===== src/rtl/stall_pkg.sv =====
package stall_pkg;

   typedef struct packed {
      logic stall;
      logic undervolt;
      logic overtemp;
      logic sensor;
   } fault_vec_t;

   function automatic logic any_fault(input fault_vec_t v);
      return v.stall | v.undervolt | v.overtemp | v.sensor;
   endfunction

endpackage


===== src/rtl/hall_change_det.sv =====
module hall_change_det #(
   parameter int HALL_W      = 3,
   parameter int SYNC_STAGES = 2
) (
   input  logic              clk,
   input  logic              rst_n,
   input  logic [HALL_W-1:0] hall_in,
   output logic              hall_chg
);

   logic [HALL_W-1:0] hall_s;
   logic [HALL_W-1:0] hall_q;

   generate
      if (SYNC_STAGES == 0) begin : g_direct
         assign hall_s = hall_in;
      end else begin : g_sync
         logic [HALL_W-1:0] stage_q [SYNC_STAGES];
         for (genvar i = 0; i < SYNC_STAGES; i++) begin : g_stage
            if (i == 0) begin : g_first
               always_ff @(posedge clk or negedge rst_n) begin
                  if (!rst_n) stage_q[0] <= '0;
                  else        stage_q[0] <= hall_in;
               end
            end else begin : g_next
               always_ff @(posedge clk or negedge rst_n) begin
                  if (!rst_n) stage_q[i] <= '0;
                  else        stage_q[i] <= stage_q[i-1];
               end
            end
         end
         assign hall_s = stage_q[SYNC_STAGES-1];
      end
   endgenerate

   always_ff @(posedge clk or negedge rst_n) begin
      if (!rst_n) hall_q <= '0;
      else        hall_q <= hall_s;
   end

   assign hall_chg = (hall_s != hall_q);

endmodule


===== src/rtl/stall_timer.sv =====
module stall_timer #(
   parameter int CNT_W = 24
) (
   input  logic             clk,
   input  logic             rst_n,
   input  logic             clear,
   input  logic [CNT_W-1:0] limit,
   output logic             expire
);

   logic [CNT_W-1:0] cnt_q;
   logic [CNT_W-1:0] cnt_inc;

   assign cnt_inc = cnt_q + CNT_W'(1);
   assign expire  = ~clear & (cnt_inc >= limit);

   always_ff @(posedge clk or negedge rst_n) begin
      if (!rst_n)     cnt_q <= '0;
      else if (clear) cnt_q <= '0;
      else if (!expire) cnt_q <= cnt_inc;
   end

endmodule


===== src/rtl/release_timer.sv =====
module release_timer #(
   parameter int CNT_W = 24
) (
   input  logic             clk,
   input  logic             rst_n,
   input  logic             run,
   input  logic [CNT_W-1:0] limit,
   output logic             done
);

   localparam int RW = CNT_W + 1;

   logic [RW-1:0] rc_q;
   logic [RW-1:0] rc_inc;
   logic [RW-1:0] target;

   assign target = {limit, 1'b0};
   assign rc_inc = rc_q + RW'(1);
   assign done   = run & (rc_inc >= target);

   always_ff @(posedge clk or negedge rst_n) begin
      if (!rst_n)           rc_q <= '0;
      else if (run && !done) rc_q <= rc_inc;
      else                  rc_q <= '0;
   end

endmodule


===== src/rtl/fault_merge.sv =====
module fault_merge (
   input  logic stall,
   input  logic uv_flag,
   input  logic ot_flag,
   input  logic hall_bad,
   input  logic ctl_reset,
   output logic gate_off,
   output logic fail_n
);

   stall_pkg::fault_vec_t fv;

   always_comb begin
      fv.stall     = stall;
      fv.undervolt = uv_flag;
      fv.overtemp  = ot_flag;
      fv.sensor    = hall_bad;
   end

   assign fail_n   = ~stall_pkg::any_fault(fv);
   assign gate_off = ctl_reset | uv_flag;

endmodule


===== src/rtl/stall_guard.sv =====
module stall_guard #(
   parameter int HALL_W      = 3,
   parameter int CNT_W       = 24,
   parameter int SYNC_STAGES = 2
) (
   input  logic              clk,
   input  logic              rst_n,
   input  logic [CNT_W-1:0]  stall_limit,
   input  logic [HALL_W-1:0] hall_in,
   input  logic              drive_en,
   input  logic              duty_zero,
   input  logic              ctl_reset,
   input  logic              uv_flag,
   input  logic              ot_flag,
   input  logic              hall_bad,
   output logic              lowside_kill,
   output logic              gate_off,
   output logic              fail_n
);

   generate
      if (CNT_W < 2 || CNT_W > 31) begin : g_bad_cnt_w
         $error("stall_guard: CNT_W must lie in 2..31");
      end
      if (HALL_W < 1) begin : g_bad_hall_w
         $error("stall_guard: HALL_W must be at least 1");
      end
      if (SYNC_STAGES < 0 || SYNC_STAGES > 4) begin : g_bad_sync
         $error("stall_guard: SYNC_STAGES must lie in 0..4");
      end
   endgenerate

   logic rst_cond;
   logic hall_chg;
   logic stall_clr;
   logic stall_exp;
   logic rel_run;
   logic rel_done;
   logic lock_q;

   assign rst_cond = ctl_reset | uv_flag;

   hall_change_det #(
      .HALL_W      (HALL_W),
      .SYNC_STAGES (SYNC_STAGES)
   ) u_hall (
      .clk      (clk),
      .rst_n    (rst_n),
      .hall_in  (hall_in),
      .hall_chg (hall_chg)
   );

   assign stall_clr = rst_cond | ~drive_en | hall_chg | lock_q;

   stall_timer #(.CNT_W(CNT_W)) u_stall (
      .clk    (clk),
      .rst_n  (rst_n),
      .clear  (stall_clr),
      .limit  (stall_limit),
      .expire (stall_exp)
   );

   assign rel_run = lock_q & duty_zero & ~rst_cond;

   release_timer #(.CNT_W(CNT_W)) u_rel (
      .clk   (clk),
      .rst_n (rst_n),
      .run   (rel_run),
      .limit (stall_limit),
      .done  (rel_done)
   );

   always_ff @(posedge clk or negedge rst_n) begin
      if (!rst_n)         lock_q <= 1'b0;
      else if (rst_cond)  lock_q <= 1'b0;
      else if (rel_done)  lock_q <= 1'b0;
      else if (stall_exp) lock_q <= 1'b1;
   end

   assign lowside_kill = lock_q;

   fault_merge u_merge (
      .stall     (lock_q),
      .uv_flag   (uv_flag),
      .ot_flag   (ot_flag),
      .hall_bad  (hall_bad),
      .ctl_reset (ctl_reset),
      .gate_off  (gate_off),
      .fail_n    (fail_n)
   );

endmodule


===== config.mk =====
export PLATFORM = sky130hd
export DESIGN_NAME = stall_guard
export DESIGN_NICKNAME = d
export VERILOG_FILES = /design/src/rtl/stall_pkg.sv /design/src/rtl/hall_change_det.sv /design/src/rtl/stall_timer.sv /design/src/rtl/release_timer.sv /design/src/rtl/fault_merge.sv /design/src/rtl/stall_guard.sv
export SDC_FILE = /design/constraint.sdc
export NUM_CORES = 1
export LEC_CHECK = 0
export BUFFER_PORTS_ARGS = -buffer_cell sky130_fd_sc_hd__buf_4
export CAP_MARGIN = 20
export CORE_MARGIN = 8
export CORE_UTILIZATION = 55
export CTS_BUF_LIST = sky130_fd_sc_hd__clkbuf_4 sky130_fd_sc_hd__clkbuf_8
export DETAILED_ROUTE_END_ITERATION = 10
export GPL_TIMING_DRIVEN = 0
export HOLD_SLACK_MARGIN = 0.06
export PLACE_DENSITY = 0.74
export SLEW_MARGIN = 20
export SYNTH_ARGS = -nofsm -noshare
export SYNTH_HDL_FRONTEND = slang
export SYNTH_HIERARCHICAL = 1
export SYNTH_SLANG_ARGS = --single-unit

===== constraint.sdc =====
create_clock -name clk -period 4.1 [get_ports clk]
set_input_delay 0.615 -clock clk [delete_from_list [all_inputs] [get_ports clk]]
set_output_delay 0.615 -clock clk [all_outputs]
set_load 0.1 [all_outputs]

==> metrics.txt, run 1 <==
largest area contributor in the netlist dfrtp_1; die area approximately 0.011 sq mm; class of the worst hold path primary input to async pin; synthesized flop and latch total between 50 and 60; CTS tree yes; wire per inst 16.0 microns; Vias/cell 5.70; synth warn 6; total of max-cap violations 0; leakage dissipation 0.00242 uW; Final nets roughly 620; I/O pins 38; vias after detailed routing around 3700; fraction of layout cells with a size suffix above 1 0.203; CP delay by family, top simple AND/OR/NAND/NOR gates; register area share after synthesis 0.326; postcts setup bufs 0; status completed; Max Root-Sink Buffers 2; routing usage on met1 0.237; CP required about 4300 ps; syn_nets 569; Filler cells 691; initial antenna violation count 0; Slew @ Worst Pin 774 ps; Sw Share 0.234; unrepaired setup endpoints after global routing no; Cell Area, Synth 0.00452 sq mm; GPL Wtd Cong around 0.82; setup ws final 241 ps; Antenna Violating Nets Remaining 0; ant diodes 0; placed cells 626; CP startpoint kind register; CTS buffer count 9; crit path cell chain ha_1 -> nand3_1 -> nor4_4 -> nand4_1 -> xnor2_1 -> ha_1 -> nand4_1 -> nor4_1 -> a22oi_1 -> nand4_4 -> buf_6 -> nor2b_2; Initial Util 0.559; core area 0.00809 sq mm; final non-filler cell total 642; total power between 1000 and 1500 uW; Slew Viols, Final 0; global-route track usage on met2 0.314; most frequent cells in the layout 59 x dfrtp_1, 54 x inv_1, 50 x ha_1; Pwr Density 249 mW/mm^2; Switch Pwr 300 uW; Post-Syn Instances 484; global-route wire length before repair 17600 microns; Fmax achieved approximately 260 MHz; routed wire length 10300 microns; Primary FF master, synth dfrtp_1; drc violations 0; Setup CP Type register to register; unique cell type count in the Yosys netlist 57; hold_ws 344 ps; Clk network pwr share 0.466; Bufs and invs on worst path 1; GRT Overall Usage 0.190; hold buffers post-CTS 0; Layout Skew 11.7 ps; std cell rows 33; largest net degree at the start of global routing 60; Async S/R FF share, synth 1.00; post-CTS sizing 0; worst vdd ir 176 uV; Flop pwr share 0.460; crit path DAT 4090 ps; most common cell after layout, fill and taps aside dfrtp_1; Detailed Routing Iterations Pass 1 4; starting DRC count in detailed routing between 150 and 200; Skew-Pair Late Insertion Delay 350 ps; setup violators final 0; Post-synth EDFFs 0; CP Max Fanout 10; GRT overflow 0; pre-CTS WS 126 ps; Layout area overhead 14.0%; GRT busiest layer met2; clock sink count between 50 and 60; slowest cell delay on critical path 630 ps; Critical Path End Type register; CTS root buf clkbuf_8; Pint 982 uW; met3 GRT Util 0.0486; Reg clk slew, reported paths 70 ps; Syn Area/Cell roughly 9.3 sq um; combinational share of power 0.075; slowest cell on the critical path nor4_1; setup_tns 0 ps; H-tree lvl count 3; IO Port Bufs 37; Die H 107 microns; fin crit share 0.941; Yosys top cell area share 0.326; Fin. Hold Viols 0; vias in the first global route around 3900; Synth area leaders dfrtp_1 33%, ha_1 14%, xnor2_1 7.2%, inv_1 4.5%, a21oi_1 4.1%; HPWL Detailed a little under 8000 microns; Rel. slew slack 0.484; chip width 107 microns; Final Critical Period 3860 ps
==> worst register-to-register path, cell delays in order, from the launching register on <==
cell	delay [ps]
dfrtp_1	430
ha_1	220
nand3_1	240
nor4_4	560
nand4_1	190
xnor2_1	200
ha_1	330
nand4_1	160
nor4_1	630
a22oi_1	290
nand4_4	230
buf_6	220
nor2b_2	60
==> cells by family (layout without fill, tap and decap cells) <==
family,after synthesis,in the layout,share of synthesized area
XOR/XNOR,48,48,0.0929
buffers and inverters,68,121,0.0697
adder cells (fa/ha/maj),50,50,0.138
multiplexers,3,3,0.00719
AND/OR/NAND/NOR,171,171,0.246
AO/OA/AOI/OAI,85,85,0.119
flip-flops,59,59,0.326
==> power by group through the flow <==
stage	sequential (uW)	clock [uW]	combinational [uW]
after global routing	589	640	110
after floorplan	600	0	43.4
after global placement	600	0	93.0
final	589	597	95.9
after detailed placement	600	0	96.1
after CTS	589	614	97.0
==> cell type report <==
type / instances / area (sq um) / area share
Buffer: 14 / 114 / 0.0221
Clock buffer: 11 / 139 / 0.0269
Clock inverter: 5 / 77.6 / 0.0150
Inverter: 54 / 203 / 0.0393
Multi-Input combinational cell: 357 / 2740 / 0.531
Sequential cell: 59 / 1480 / 0.286
Tap cell: 105 / 131 / 0.0255
Timing Repair Buffer: 37 / 278 / 0.0539
==> metal layers <==
metal	vias to the layer above	wire length (microns)
met4	0	110
li1	1812	-
met3	10	541
met5	-	0
met1	1768	4750
met2	69	4870
==> synth_stat cells (7+ instances only) <==
cell	n
nand3_1	24
o31ai_1	18
nand4_1	12
dfrtp_1	59
xnor2_1	37
inv_1	54
nor4_1	7
or4_1	16
o21ai_0	11
nor2b_2	16
a21oi_1	37
nand2_1	31
xor2_1	11
ha_1	50
nor2_1	17
==> flip-flops by register name, indices dropped and copies added, names as in the netlist <==
name,cells
u_rel/rc_q,25
u_stall/cnt_q,24
u_hall/g_sync.stage_q,3
u_hall/hall_q,3
u_hall/hall_s,3
lowside_kill,1
==> final timing paths <==
kind                                           from                to  slack (ps)  cells after the start
setup / recovery                      u_rel/rc_q[0]    u_rel/rc_q[22]         240                     12
hold / removal                                rst_n    u_rel/rc_q[17]         340                      1
setup reg to reg                      u_rel/rc_q[0]    u_rel/rc_q[22]         240                     12
hold reg to reg            u_hall/g_sync.stage_q[3]  u_hall/hall_s[0]         350                      0
max in group asynchronous                     rst_n      lowside_kill        3250                      1
min in group clk           u_hall/g_sync.stage_q[3]  u_hall/hall_s[0]         350                      0
==> per-stage QoR <==
step	instance area [sq um]	util
3_3_place_gp	4930	0.609
2_1_floorplan	4520	-
5_1_grt	5150	0.637
6_report	5150	0.637
4_1_cts	5150	0.636
3_5_place_dp	4930	0.609
Note: power is estimated with default switching activity, not from simulation.
==> run 2: changes to the inputs <==
Settings changed: RECOVER_POWER from default to 100.
==> metrics.txt, run 2 (synthesis gave the netlist of run 1 again) <==
slowest cell delay on critical path 640 ps (about the same); Die H 107 microns (unchanged); HPWL Detailed 7830 microns (unchanged); unrepaired setup endpoints after global routing no; status finished, violations left; die area 0.0114 sq mm (unchanged); starting DRC count in detailed routing 155 (+0.65%); routing usage on met1 0.237 (unchanged); largest net degree at the start of global routing 60 (unchanged); GRT overflow 0 (unchanged); CP Max Fanout 10 (unchanged); global-route track usage on met2 0.314 (unchanged); I/O pins 38 (unchanged); slowest cell on the critical path nor4_1; registers with the most flip-flops u_rel/rc_q: 25 flops, u_stall/cnt_q: 24 flops; R2R setup slack 230 ps (-20 ps); IO Port Bufs 37 (unchanged); Final nets 617 (unchanged); CP startpoint kind register; Layout Utilization 0.631 (-0.00557); most common cell after layout, fill and taps aside dfrtp_1; total of max-cap violations 1 (+1); core area 0.00809 sq mm (unchanged); Antenna Violating Nets Remaining 0 (unchanged); failing checks capacitance limit, slew limit; vias after detailed routing 3683 (+0.66%); dpl cell area 0.00493 sq mm (unchanged); GPL Wtd Cong 0.823 (unchanged); ant diodes 0 (unchanged); std cell rows 33 (unchanged); clock sink count 59 (unchanged); cell area after layout 0.00511 sq mm (-0.87%); Slew Viols, Final 60 (+60); Initial Util 0.559 (unchanged); worst vdd ir 176 uV (about the same); routed wire length 10300 microns (about the same); Slew @ Worst Pin 1510 ps (+734 ps); Final Critical Period 3870 ps (+15.4 ps); CP delay by family, top simple AND/OR/NAND/NOR gates; Critical Path End Type register; Bufs and invs on worst path 1 (unchanged); met3 GRT Util 0.0486 (unchanged); setup_tns 0 ps (unchanged); Rel. slew slack -0.00540 (-0.489); postcts setup bufs 0 (unchanged); hold buffers post-CTS 0 (unchanged); initial antenna violation count 0 (unchanged); Setup CP Type register to register; setup violators final 0 (unchanged); CTS tree yes; Skew-Pair Late Insertion Delay 350 ps (about the same); Largest register FFs 25 (unchanged); Pwr Density 250 mW/mm^2 (+0.64%); Reg clk slew, reported paths 70 ps (about the same); total power 1280 uW (-0.24%); CTS root buf clkbuf_8; global-route wire length before repair 17600 microns (unchanged); crit path cell chain ha_1 -> nand3_1 -> nor4_4 -> nand4_1 -> xnor2_1 -> ha_1 -> nand4_1 -> nor4_1 -> a22oi_1 -> nand4_4 -> buf_4 -> nor2b_1; largest register by flop count u_rel/rc_q; Layout area overhead 13.0%; CP required 4320 ps (about the same); drc violations 0 (unchanged); fraction of layout cells with a size suffix above 1 0.184 (-0.0186); CTS buffer count 9 (unchanged); wire per inst 16.0 microns (about the same); chip width 107 microns (unchanged); Fmax achieved 258 MHz (-0.40%); crit path DAT 4100 ps (about the same); most frequent cells in the layout 59 x dfrtp_1, 54 x inv_1, 50 x ha_1; Vias/cell 5.74 (+0.66%); GRT Overall Usage 0.190 (unchanged); Detailed Routing Iterations Pass 1 4 (unchanged); Layout Skew 9.67 ps (-2.02 ps); H-tree lvl count 3 (unchanged); leakage dissipation 0.00241 uW (-0.65%); Fin. Hold Viols 0 (unchanged); Max Root-Sink Buffers 2 (unchanged); GRT busiest layer met2; Filler cells 702 (+1.6%); fin crit share 0.945 (+0.00376); class of the worst hold path register to register; vias in the first global route 3919 (unchanged)
## run 2: changes by cell type in the layout (fill, tap and decap cells not counted)
cell,before,now
nor2_2,3,2
buf_4,38,32
nor2b_2,16,12
clkbuf_4,2,5
nor2b_1,5,11
clkbuf_1,2,5
nor2b_4,2,0
clkbuf_2,1,4
nor2_1,17,18
buf_6,2,1
buf_2,4,2
## run 2: cell type report
| cell class | count | area (sq um) | area share |
|---|---|---|---|
| multi-input cells | 357 | 2710 | 0.530 |
| flip-flops and latches | 59 | 1480 | 0.289 |
| repair buffers | 37 | 264 | 0.0517 |
| inverters | 54 | 203 | 0.0397 |
| clock buffers | 11 | 139 | 0.0272 |
| well taps | 105 | 131 | 0.0257 |
| plain buffers | 14 | 110 | 0.0215 |
| clock inverters | 5 | 77.6 | 0.0152 |
## run 2: timing repair
item                                    in CTS  in global routing
resized for setup                            0                  2
endpoints found under the setup margin       0                 12
endpoints found under the hold margin        0                  0
## run 2: routing by layer
metal | vias up | routed length [microns] | share of wire
li1 | 1812 | - | -
met1 | 1776 | 4720 | 0.46
met2 | 85 | 4880 | 0.48
met3 | 10 | 559 | 0.054
met4 | 0 | 109 | 0.011
met5 | - | 0 | 0
## run 2: per-stage QoR
stage	worst slack, ps	cells	hold WS, ps
6_report	226	642	351
4_1_cts	66.6	642	355
5_1_grt	28.3	642	364
3_3_place_gp	137	626	335
3_5_place_dp	126	626	339
2_1_floorplan	861	484	319
## run 2: final timing paths
kind | startpoint | to | depth (start not counted)
max in group asynchronous | rst_n | u_hall/hall_s[0] | 1
min in group asynchronous | rst_n | u_rel/rc_q[17] | 1
hold / removal | u_hall/g_sync.stage_q[3] | u_hall/hall_s[0] | 0
hold reg to reg | u_hall/g_sync.stage_q[3] | u_hall/hall_s[0] | 0
setup reg to reg | u_rel/rc_q[0] | u_rel/rc_q[8] | 12
setup / recovery | u_rel/rc_q[0] | u_rel/rc_q[8] | 12
## run 2: report_power, final
group	switching [uW]	total, uW	leakage, uW	internal, uW
Clock	241	595	0.000110	354
Sequential	2.48	589	0.000804	587
Combinational	54.4	94.5	0.00149	40.1
==> run 3: changes to the inputs <==
Clock period 4.1 ns to 4.8 ns, I/O delays scaled along.
==> metrics.txt, run 3 (synthesis gave the netlist of run 1 again) <==
Largest register FFs 25 (unchanged); wl on met1 4790 microns (+1.5%); cell area after layout 0.00509 sq mm (-0.44%); slowest cell on the critical path nor4_1; GRT Overall Usage 0.190 (unchanged); class of the worst hold path register to register; CTS root buf clkbuf_8; Layout Skew 9.24 ps (-0.429 ps); CP delay by family, top simple AND/OR/NAND/NOR gates; WP depth 12 (unchanged); fraction of layout cells with a size suffix above 1 0.175 (-0.00931); most common cell after layout, fill and taps aside dfrtp_1; Reg clk slew, reported paths 70 ps (about the same); initial antenna violation count 0 (unchanged); H-tree lvl count 3 (unchanged); Fmax achieved 234 MHz (-9.3%); total of max-cap violations 1 (unchanged); die area 0.0114 sq mm (unchanged); pre-CTS WS 826 ps (+700 ps); core area 0.00809 sq mm (unchanged); Slew Viols, Final 60 (unchanged); worst vdd ir 151 uV (-15%); crit path cell chain ha_1 -> nand3_1 -> nor4_4 -> nand4_1 -> xnor2_1 -> ha_1 -> nand4_1 -> nor4_1 -> o311ai_0 -> nand4_1 -> clkbuf_2 -> nor2b_1; DR WL met3 541 microns (-3.2%); CP required 5020 ps (+700 ps); routed wire length 10300 microns (-0.14%); max layer used met4; Final Critical Period 4270 ps (+398 ps); postcts setup bufs 0 (unchanged); CTS tree yes; setup_tns 0 ps (unchanged); post-CTS sizing 0 (unchanged); Critical Path End Type register; I/O pins 38 (unchanged); largest net degree at the start of global routing 60 (unchanged); Layout area overhead 12.5%; status finished, violations left; Worst Reg-to-Reg Cells 12 (unchanged); Detailed Routing Iterations Pass 1 4 (unchanged); Pwr Density 215 mW/mm^2 (-14%); dpl cell area 0.00493 sq mm (unchanged); fin crit share 0.890 (-0.0549); largest register by flop count u_rel/rc_q; registers with the most flip-flops u_rel/rc_q: 25 flops, u_stall/cnt_q: 24 flops; total power 1090 uW (-15%); Slew @ Worst Pin 3270 ps (+1760 ps); Cells on Worst Hold Path 0 (unchanged); wire per inst 16.0 microns (-0.14%); Antenna Violating Nets Remaining 0 (unchanged); Die H 107 microns (unchanged); Max Root-Sink Buffers 2 (unchanged); Initial Util 0.559 (unchanged); Bufs and invs on worst path 1 (unchanged); starting DRC count in detailed routing 152 (-1.9%); CP startpoint kind register; CTS buffer count 9 (unchanged); clock sink count 59 (unchanged); vias in the first global route 3919 (unchanged); IO Port Bufs 37 (unchanged); HPWL Detailed 7830 microns (unchanged); Fin. Hold Viols 0 (unchanged); GRT overflow 0 (unchanged); CP Max Fanout 10 (unchanged); metal2 WL 4820 microns (-1.3%); slowest cell delay on critical path 570 ps (-70 ps); GPL Wtd Cong 0.823 (unchanged); vias after detailed routing 3654 (-0.79%); leakage dissipation 0.00239 uW (-0.56%); Skew-Pair Late Insertion Delay 350 ps (about the same); global-route wire length before repair 17600 microns (unchanged); setup ws final 528 ps (+302 ps); Setup CP Type register to register; drc violations 0 (unchanged); hold buffers post-CTS 0 (unchanged); unrepaired setup endpoints after global routing no; setup violators final 0 (unchanged); ant diodes 0 (unchanged); std cell rows 33 (unchanged); Final nets 617 (unchanged); Vias/cell 5.69 (-0.79%); cell repeated most along the worst path nand4_1; failing checks capacitance limit, slew limit; chip width 107 microns (unchanged); crit path DAT 4490 ps (+390 ps); most frequent cells in the layout 59 x dfrtp_1, 54 x inv_1, 50 x ha_1; Rel. slew slack -1.18 (-1.18)
run 3: worst paths after layout:
check,start,end,slack (ps)
worst min register to register,u_hall/g_sync.stage_q[3],u_hall/hall_s[0],350
worst max-delay path,u_rel/rc_q[0],u_rel/rc_q[23],530
worst min-delay path,u_hall/g_sync.stage_q[3],u_hall/hall_s[0],350
min in group asynchronous,rst_n,u_rel/rc_q[17],1470
worst max register to register,u_rel/rc_q[0],u_rel/rc_q[23],530
max in group asynchronous,rst_n,lowside_kill,1500
run 3: power by group:
group	switching, uW	internal (uW)
Sequential	2.12	501
Combinational	46.2	34.0
Clock	206	302
Total	254	837
run 3: area by class of cell:
class                   count  area, sq um
plain buffers              14          105
clock buffers              11          139
clock inverters             5         77.6
fillers                   702         3010
inverters                  54          203
multi-input cells         357         2690
flip-flops and latches     59         1480
well taps                 105          131
repair buffers             37          263
run 3: stage by stage:
step,std cells,hold WS (ps),utilization
after global placement,626,335,0.609
after CTS,642,355,0.636
after floorplan,484,331,-
after global routing,642,364,0.629
final,642,351,0.629
after detailed placement,626,339,0.609
run 3: metal layers:
layer | vias up | GRT usage
met2 | 79 | 0.314
met4 | 0 | 0.0593
met1 | 1754 | 0.237
met5 | - | 0
li1 | 1811 | -
met3 | 10 | 0.0486
